`config.mk`:
```
export PLATFORM = sky130hd
export DESIGN_NAME = frm_alarm_persist
export DESIGN_NICKNAME = d
export VERILOG_FILES = /design/src/rtl/frm_alarm_pkg.sv /design/src/rtl/frm_alarm_runctr.sv /design/src/rtl/frm_alarm_fsm.sv /design/src/rtl/frm_alarm_regs.sv /design/src/rtl/frm_alarm_persist.sv
export SDC_FILE = /design/constraint.sdc
export NUM_CORES = 1
export LEC_CHECK = 0
export BUFFER_PORTS_ARGS = -buffer_cell sky130_fd_sc_hd__buf_2
export CORE_AREA = 2 2 39 41
export DETAILED_ROUTE_END_ITERATION = 10
export DIE_AREA = 0 0 41 43
export PLACE_DENSITY = 0.76
export RECOVER_POWER = 25
export SETUP_SLACK_MARGIN = 0.15
export SLEW_MARGIN = 0
export SYNTH_ARGS = -nofsm -noshare
export SYNTH_HDL_FRONTEND = slang
export SYNTH_SLANG_ARGS = --single-unit
```
`constraint.sdc`:
```
create_clock -name clk -period 3.6 [get_ports clk]
set_input_delay 0.36 -clock clk [delete_from_list [all_inputs] [get_ports clk]]
set_output_delay 0.36 -clock clk [all_outputs]
set_load 0.02 [all_outputs]
```
`src/rtl/frm_alarm_pkg.sv`:
```
package frm_alarm_pkg;

    typedef enum logic {
        ALM_IDLE_CLEAR = 1'b0,
        ALM_RAISED     = 1'b1
    } alm_state_e;

    localparam logic [1:0] ADR_CFG  = 2'd0;
    localparam logic [1:0] ADR_STAT = 2'd1;
    localparam logic [1:0] ADR_ISR  = 2'd2;

    localparam int CFG_SEL_BIT = 0;
    localparam int CFG_EN_BIT  = 1;

endpackage

```
`src/rtl/frm_alarm_runctr.sv`:
```
module frm_alarm_runctr #(
    parameter int RUN_LONG = 5,
    localparam int CNT_W   = $clog2(RUN_LONG + 1)
) (
    input  logic             clk,
    input  logic             rst_n,
    input  logic             restart_i,
    input  logic             inc_i,
    input  logic [CNT_W-1:0] thr_i,
    output logic             hit_o,
    output logic [CNT_W-1:0] cnt_o
);

    logic [CNT_W-1:0] cnt_q;
    logic [CNT_W-1:0] cnt_nx;
    logic             at_cap;

    assign at_cap = (cnt_q >= thr_i);
    assign cnt_nx = at_cap ? cnt_q : cnt_q + 1'b1;
    assign hit_o  = inc_i && !restart_i && (cnt_nx >= thr_i);
    assign cnt_o  = cnt_q;

    always_ff @(posedge clk or negedge rst_n) begin
        if (!rst_n) begin
            cnt_q <= '0;
        end else if (restart_i || hit_o) begin
            cnt_q <= '0;
        end else if (inc_i) begin
            cnt_q <= cnt_nx;
        end
    end

    // The run count never goes past the longest threshold.
    assert_cnt_bound_R2: assert property (@(posedge clk) disable iff (!rst_n)
        cnt_q <= CNT_W'(RUN_LONG));

    // A restart always leaves the count at zero.
    assert_restart_zero_R4: assert property (@(posedge clk) disable iff (!rst_n)
        restart_i |=> (cnt_q == '0));

endmodule

```
`src/rtl/frm_alarm_fsm.sv`:
```
module frm_alarm_fsm
    import frm_alarm_pkg::*;
#(
    parameter int RUN_SHORT = 3,
    parameter int RUN_LONG  = 5,
    localparam int CNT_W    = $clog2(RUN_LONG + 1)
) (
    input  logic clk,
    input  logic rst_n,
    input  logic frm_vld_i,
    input  logic frm_alarm_i,
    input  logic sel_long_i,
    input  logic sel_chg_i,
    output logic alarm_o,
    output logic chg_o
);

    alm_state_e       state_q, state_d;
    logic             expect_bit;
    logic             frame_match;
    logic             ctr_restart;
    logic             ctr_inc;
    logic             ctr_hit;
    logic [CNT_W-1:0] ctr_cnt;
    logic [CNT_W-1:0] thr;

    assign thr = sel_long_i ? CNT_W'(RUN_LONG) : CNT_W'(RUN_SHORT);

    always_comb begin
        expect_bit = 1'b1;
        unique case (state_q)
            ALM_IDLE_CLEAR: expect_bit = 1'b1;
            ALM_RAISED:     expect_bit = 1'b0;
            default:        expect_bit = 1'b1;
        endcase
    end

    assign frame_match = (frm_alarm_i == expect_bit);
    assign ctr_restart = sel_chg_i || (frm_vld_i && !frame_match);
    assign ctr_inc     = frm_vld_i && frame_match && !sel_chg_i;

    frm_alarm_runctr #(.RUN_LONG(RUN_LONG)) u_runctr (
        .clk       (clk),
        .rst_n     (rst_n),
        .restart_i (ctr_restart),
        .inc_i     (ctr_inc),
        .thr_i     (thr),
        .hit_o     (ctr_hit),
        .cnt_o     (ctr_cnt)
    );

    // Next state: RAISE and DROP transitions.
    always_comb begin
        state_d = state_q;
        unique case (state_q)
            ALM_IDLE_CLEAR: if (ctr_hit) state_d = ALM_RAISED;
            ALM_RAISED:     if (ctr_hit) state_d = ALM_IDLE_CLEAR;
            default:        state_d = ALM_IDLE_CLEAR;
        endcase
    end

    // State register.
    always_ff @(posedge clk or negedge rst_n) begin
        if (!rst_n) state_q <= ALM_IDLE_CLEAR;
        else        state_q <= state_d;
    end

    // Outputs.
    always_comb begin
        alarm_o = 1'b0;
        chg_o   = 1'b0;
        unique case (state_q)
            ALM_IDLE_CLEAR: begin
                alarm_o = 1'b0;
                chg_o   = (state_d == ALM_RAISED);
            end
            ALM_RAISED: begin
                alarm_o = 1'b1;
                chg_o   = (state_d == ALM_IDLE_CLEAR);
            end
            default: begin
                alarm_o = 1'b0;
                chg_o   = 1'b0;
            end
        endcase
    end

    // The state moves only on a strobed frame.
    assert_no_move_idle_R4: assert property (@(posedge clk) disable iff (!rst_n)
        !frm_vld_i |=> $stable(alarm_o));

    // Raising needs a frame carrying 1.
    assert_raise_on_set_R2: assert property (@(posedge clk) disable iff (!rst_n)
        (frm_vld_i && !frm_alarm_i) |=> !$rose(alarm_o));

    // Dropping needs a frame carrying 0.
    assert_drop_on_clear_R3: assert property (@(posedge clk) disable iff (!rst_n)
        (frm_vld_i && frm_alarm_i) |=> !$fell(alarm_o));

    // A select change cycle never moves the state.
    assert_selchg_hold_R5: assert property (@(posedge clk) disable iff (!rst_n)
        sel_chg_i |=> $stable(alarm_o));

endmodule

```
`src/rtl/frm_alarm_regs.sv`:
```
module frm_alarm_regs
    import frm_alarm_pkg::*;
#(
    parameter int ADDR_W = 2,
    parameter int DATA_W = 8
) (
    input  logic              clk,
    input  logic              rst_n,
    input  logic [ADDR_W-1:0] addr_i,
    input  logic              wr_i,
    input  logic              rd_i,
    input  logic [DATA_W-1:0] wdata_i,
    input  logic              alarm_i,
    input  logic              chg_i,
    output logic [DATA_W-1:0] rdata_o,
    output logic              sel_long_o,
    output logic              sel_chg_o,
    output logic              irq_o
);

    logic sel_q;
    logic en_q;
    logic isr_q;
    logic cfg_wr;
    logic isr_rd;

    assign cfg_wr    = wr_i && (addr_i == ADDR_W'(ADR_CFG));
    assign isr_rd    = rd_i && (addr_i == ADDR_W'(ADR_ISR));
    assign sel_chg_o = cfg_wr && (wdata_i[CFG_SEL_BIT] != sel_q);
    assign sel_long_o = sel_q;

    always_ff @(posedge clk or negedge rst_n) begin
        if (!rst_n) begin
            sel_q <= 1'b0;
            en_q  <= 1'b0;
        end else if (cfg_wr) begin
            sel_q <= wdata_i[CFG_SEL_BIT];
            en_q  <= wdata_i[CFG_EN_BIT];
        end
    end

    always_ff @(posedge clk or negedge rst_n) begin
        if (!rst_n)      isr_q <= 1'b0;
        else if (chg_i)  isr_q <= 1'b1;
        else if (isr_rd) isr_q <= 1'b0;
    end

    always_comb begin
        rdata_o = '0;
        if (addr_i == ADDR_W'(ADR_CFG)) begin
            rdata_o[CFG_SEL_BIT] = sel_q;
            rdata_o[CFG_EN_BIT]  = en_q;
        end else if (addr_i == ADDR_W'(ADR_STAT)) begin
            rdata_o[0] = alarm_i;
        end else if (addr_i == ADDR_W'(ADR_ISR)) begin
            rdata_o[0] = isr_q;
        end
    end

    assign irq_o = isr_q && en_q;

    // A state change always leaves the flag set.
    assert_flag_set_R6: assert property (@(posedge clk) disable iff (!rst_n)
        chg_i |=> isr_q);

    // A read with no new event clears the flag.
    assert_read_clears_R7: assert property (@(posedge clk) disable iff (!rst_n)
        (isr_rd && !chg_i) |=> !isr_q);

    // The flag rises only after a change pulse.
    assert_flag_cause_R6: assert property (@(posedge clk) disable iff (!rst_n)
        !chg_i |=> !$rose(isr_q));

endmodule

```
`src/rtl/frm_alarm_persist.sv`:
```
module frm_alarm_persist #(
    parameter int RUN_SHORT = 3,
    parameter int RUN_LONG  = 5,
    parameter int ADDR_W    = 2,
    parameter int DATA_W    = 8
) (
    input  logic              clk,
    input  logic              rst_n,
    input  logic              frm_vld_i,
    input  logic              frm_alarm_i,
    input  logic [ADDR_W-1:0] reg_addr_i,
    input  logic              reg_wr_i,
    input  logic              reg_rd_i,
    input  logic [DATA_W-1:0] reg_wdata_i,
    output logic [DATA_W-1:0] reg_rdata_o,
    output logic              alarm_o,
    output logic              irq_o
);

    logic sel_long;
    logic sel_chg;
    logic chg;

    frm_alarm_fsm #(
        .RUN_SHORT (RUN_SHORT),
        .RUN_LONG  (RUN_LONG)
    ) u_fsm (
        .clk         (clk),
        .rst_n       (rst_n),
        .frm_vld_i   (frm_vld_i),
        .frm_alarm_i (frm_alarm_i),
        .sel_long_i  (sel_long),
        .sel_chg_i   (sel_chg),
        .alarm_o     (alarm_o),
        .chg_o       (chg)
    );

    frm_alarm_regs #(
        .ADDR_W (ADDR_W),
        .DATA_W (DATA_W)
    ) u_regs (
        .clk        (clk),
        .rst_n      (rst_n),
        .addr_i     (reg_addr_i),
        .wr_i       (reg_wr_i),
        .rd_i       (reg_rd_i),
        .wdata_i    (reg_wdata_i),
        .alarm_i    (alarm_o),
        .chg_i      (chg),
        .rdata_o    (reg_rdata_o),
        .sel_long_o (sel_long),
        .sel_chg_o  (sel_chg),
        .irq_o      (irq_o)
    );

    // Every move of the live status is marked by a change pulse.
    assert_status_move_flags_R6: assert property (@(posedge clk) disable iff (!rst_n)
        (alarm_o != $past(alarm_o)) |-> $past(chg));

endmodule

```
==> results.py <==
metrics = {
    "finish": {
        "syn2layout_area_growth_pct": 16.9,
        "utilization": 0.468,
        "layout_common_cells": "buf_2 (12), dfrtp_1 (7), conb_1 (6)",
        "register_area_um2": 175,
        "n_antenna_cell": 0,
        "multiInputGateArea_um2": 349,
        "final_common_cell": "buf_2",
        "fin_nets": 95,
        "drive_gt1_frac": 0.288,
        "fillers": 135,
        "final_cells": 89,
    },
    "global_routing": {
        "grt_remaining_overflow": 0,
        "grt_max_degree": 8,
        "first_global_vias": 440,
        "track_usage": 0.144,
        "antenna_found_initial": 0,
        "grt_pass1_wl_um": 1680,
    },
    "sta": {
        "timing.hold.ws_ns": 0.358,
        "grt_setup_unrepaired": "false",
        "hold_viol_final": 0,
        "setup_tns_ns": 0,
        "slew_violations": 0,
        "period_share": 0.721,
        "finClkSkew_ns": 0.00842,
        "finalSetupViolCount": 0,
        "fmax_mhz": 385,
        "min_period_ns": 2.60,
    },
    "setup_path": {
        "end_kind": "flip-flop",
        "cp_data_required_time_ns": 3.78,
        "crit_arrival_ns": 2.78,
        "critPathLaunch": "u_regs.sel_long_o$_DFFE_PN0P_",
        "timing.rr.start": "u_regs.sel_long_o$_DFFE_PN0P_",
        "path_class": "flip-flop to flip-flop",
        "critPathMaxFanout": 6,
        "start_kind": "flip-flop",
        "cpPeakStageDelay_ns": 0.45,
        "slowest_stage": "dfrtp_1",
        "path_cells": "ha_1 -> a21o_1 -> a21oi_1 -> nand2_1 -> xnor2_1 -> ha_1 -> a21oi_1 -> o2111a_1 -> o21a_2 -> o21a_1 -> a21o_1",
    },
    "route": {
        "first_pass_iters": 2,
        "wl_per_cell_um": 11.2,
        "drtIter0Drc": 6,
        "ant_nets": 0,
        "via_per_inst": 5.07,
        "totalWireLength_um": 999,
        "drc": 0,
        "vias": 451,
    },
    "die": {
        "die_area_um2": 1760,
        "core_area_um2": 1380,
        "ios": 26,
        "initial_core_util": 0.401,
        "die_x_um": 41,
        "rows": 14,
        "die_h_um": 43,
    },
    "run": {
        "maxCapViolations": 0,
    },
    "power_and_ir_drop": {
        "p_leak_nw": 0.333,
        "ir_drop_mv": 0.368,
        "p_total_uw": 407,
        "power.density_nw_per_um2": 628,
    },
    "clock_tree": {
        "cts_tree": "done",
        "cts-htree-levels": 1,
        "cts_buffers": 3,
        "clkLatencyLatePin_ns": 0.25,
        "cts-root-buf": "clkbuf_4",
        "cts_resized": 0,
        "clock_path_buffers": 2,
        "clkTransAtPathRegs_ns": 0.05,
        "clock_sinks": 7,
    },
    "yosys": {
        "avgSynthCellArea_um2": 9.90,
        "yosys_warnings": 0,
        "synth_area_um2": 554,
        "ys_seq_area_frac": 0.316,
        "synth_seq_cells": 7,
        "postSynthCellCount": 56,
        "ys_types": 27,
    },
    "worst_hold_path": {
        "worstHoldPathType": "primary input to flip-flop",
        "min_from": "reg_wdata_i[1]",
    },
    "placement": {
        "dp.cells": 84,
        "io_buffers": 13,
        "place_congestion": 0.804,
        "hpwl_um": 855,
    },
    "run_status": {
        "outcome": "finished clean",
    },
}
-- through the flow --
step,instance area [um^2],worst slack [ns]
3_3_place_gp,613,1.06
5_1_grt,648,0.739
4_1_cts,649,0.987
2_1_floorplan,573,1.19
6_report,648,1.00
3_5_place_dp,613,1.00
-- layout make-up --
type,instances,share of cell area
multi-input combinational,47,0.539
inverter,1,0.00579
tap,16,0.0309
timing repair buffer,14,0.114
sequential,7,0.270
clock buffer,4,0.0405
-- routing by layer --
metal	vias up	track usage	part of all wire
met5	-	0	0
met4	0	0.0333	0
met3	0	0.0838	0.097
met2	19	0.238	0.49
met1	208	0.150	0.41
li1	224	-	-
-- sequential cells by signal (all words and copies together) (netlist names) --
signal	count
u_fsm.u_runctr.cnt_o	3
u_regs.en_q	1
u_regs.sel_long_o	1
u_fsm.state_q	1
u_regs.isr_q	1
-- power by group --
| part | leakage [nW] | total, mW | switching [mW] | internal (mW) |
|---|---|---|---|---|
| clock | 0.0150 | 0.0699 | 0.0277 | 0.0422 |
| sequential | 0.0887 | 0.134 | 0.0298 | 0.105 |
| combinational | 0.230 | 0.202 | 0.104 | 0.0983 |
-- final timing paths --
kind,endpoint,slack [ns],cells past startpoint
worst min-delay path,u_regs.en_q$_DFFE_PN0P_,0.36,2
worst max-delay path,u_fsm.u_runctr.cnt_o[0]$_DFFE_PN0P_,1.00,11
worst max register to register,u_fsm.u_runctr.cnt_o[0]$_DFFE_PN0P_,1.00,11
worst min register to register,u_fsm.state_q$_DFF_PN0_,0.54,1
max in group asynchronous,u_fsm.u_runctr.cnt_o[1]$_DFFE_PN0P_,2.80,2
min in group asynchronous,u_fsm.state_q$_DFF_PN0_,0.53,2
-- cell usage after synthesis, drive strengths merged --
cell type	number	share of area
a21o	2	0.027
a21oi	3	0.027
a22o	2	0.034
and2	1	0.011
and3b	1	0.016
buf	6	0.081
conb	1	0.0068
dfrtp	7	0.32
ha	5	0.11
inv	1	0.0068
mux2	3	0.061
mux2i	1	0.018
nand2	3	0.020
nand3b	1	0.014
nand4b	1	0.016
nor2	2	0.014
nor2b	2	0.023
nor3b	1	0.014
o2111a	1	0.020
o211ai	1	0.014
o21a	2	0.029
o21ai	4	0.036
or3b	1	0.020
xnor2	3	0.047
xor2	1	0.016
-- critical path, delay by kind of cell (launching register included) --
kind | cells | cell delay (ns)
AO/OA/AOI/OAI | 7 | 1.15
adder cells (fa/ha/maj) | 2 | 0.63
flip-flops | 1 | 0.45
XOR/XNOR | 1 | 0.22
AND/OR/NAND/NOR | 1 | 0.11
-- logic make-up after synthesis --
group	share of synthesized area
compound gates	0.187
fa+ha+maj	0.113
flops	0.316
mux	0.0790
other cells	0.00677
simple gates	0.147
buf+inv	0.0880
xor+xnor	0.0632
-- timing repair --
action	CTS	global route
hold buffers	1	0
setup endpoints to repair	0	0
endpoints found under the hold margin	7	0
setup buffers	0	0
Power figures use the tool's default switching activity.
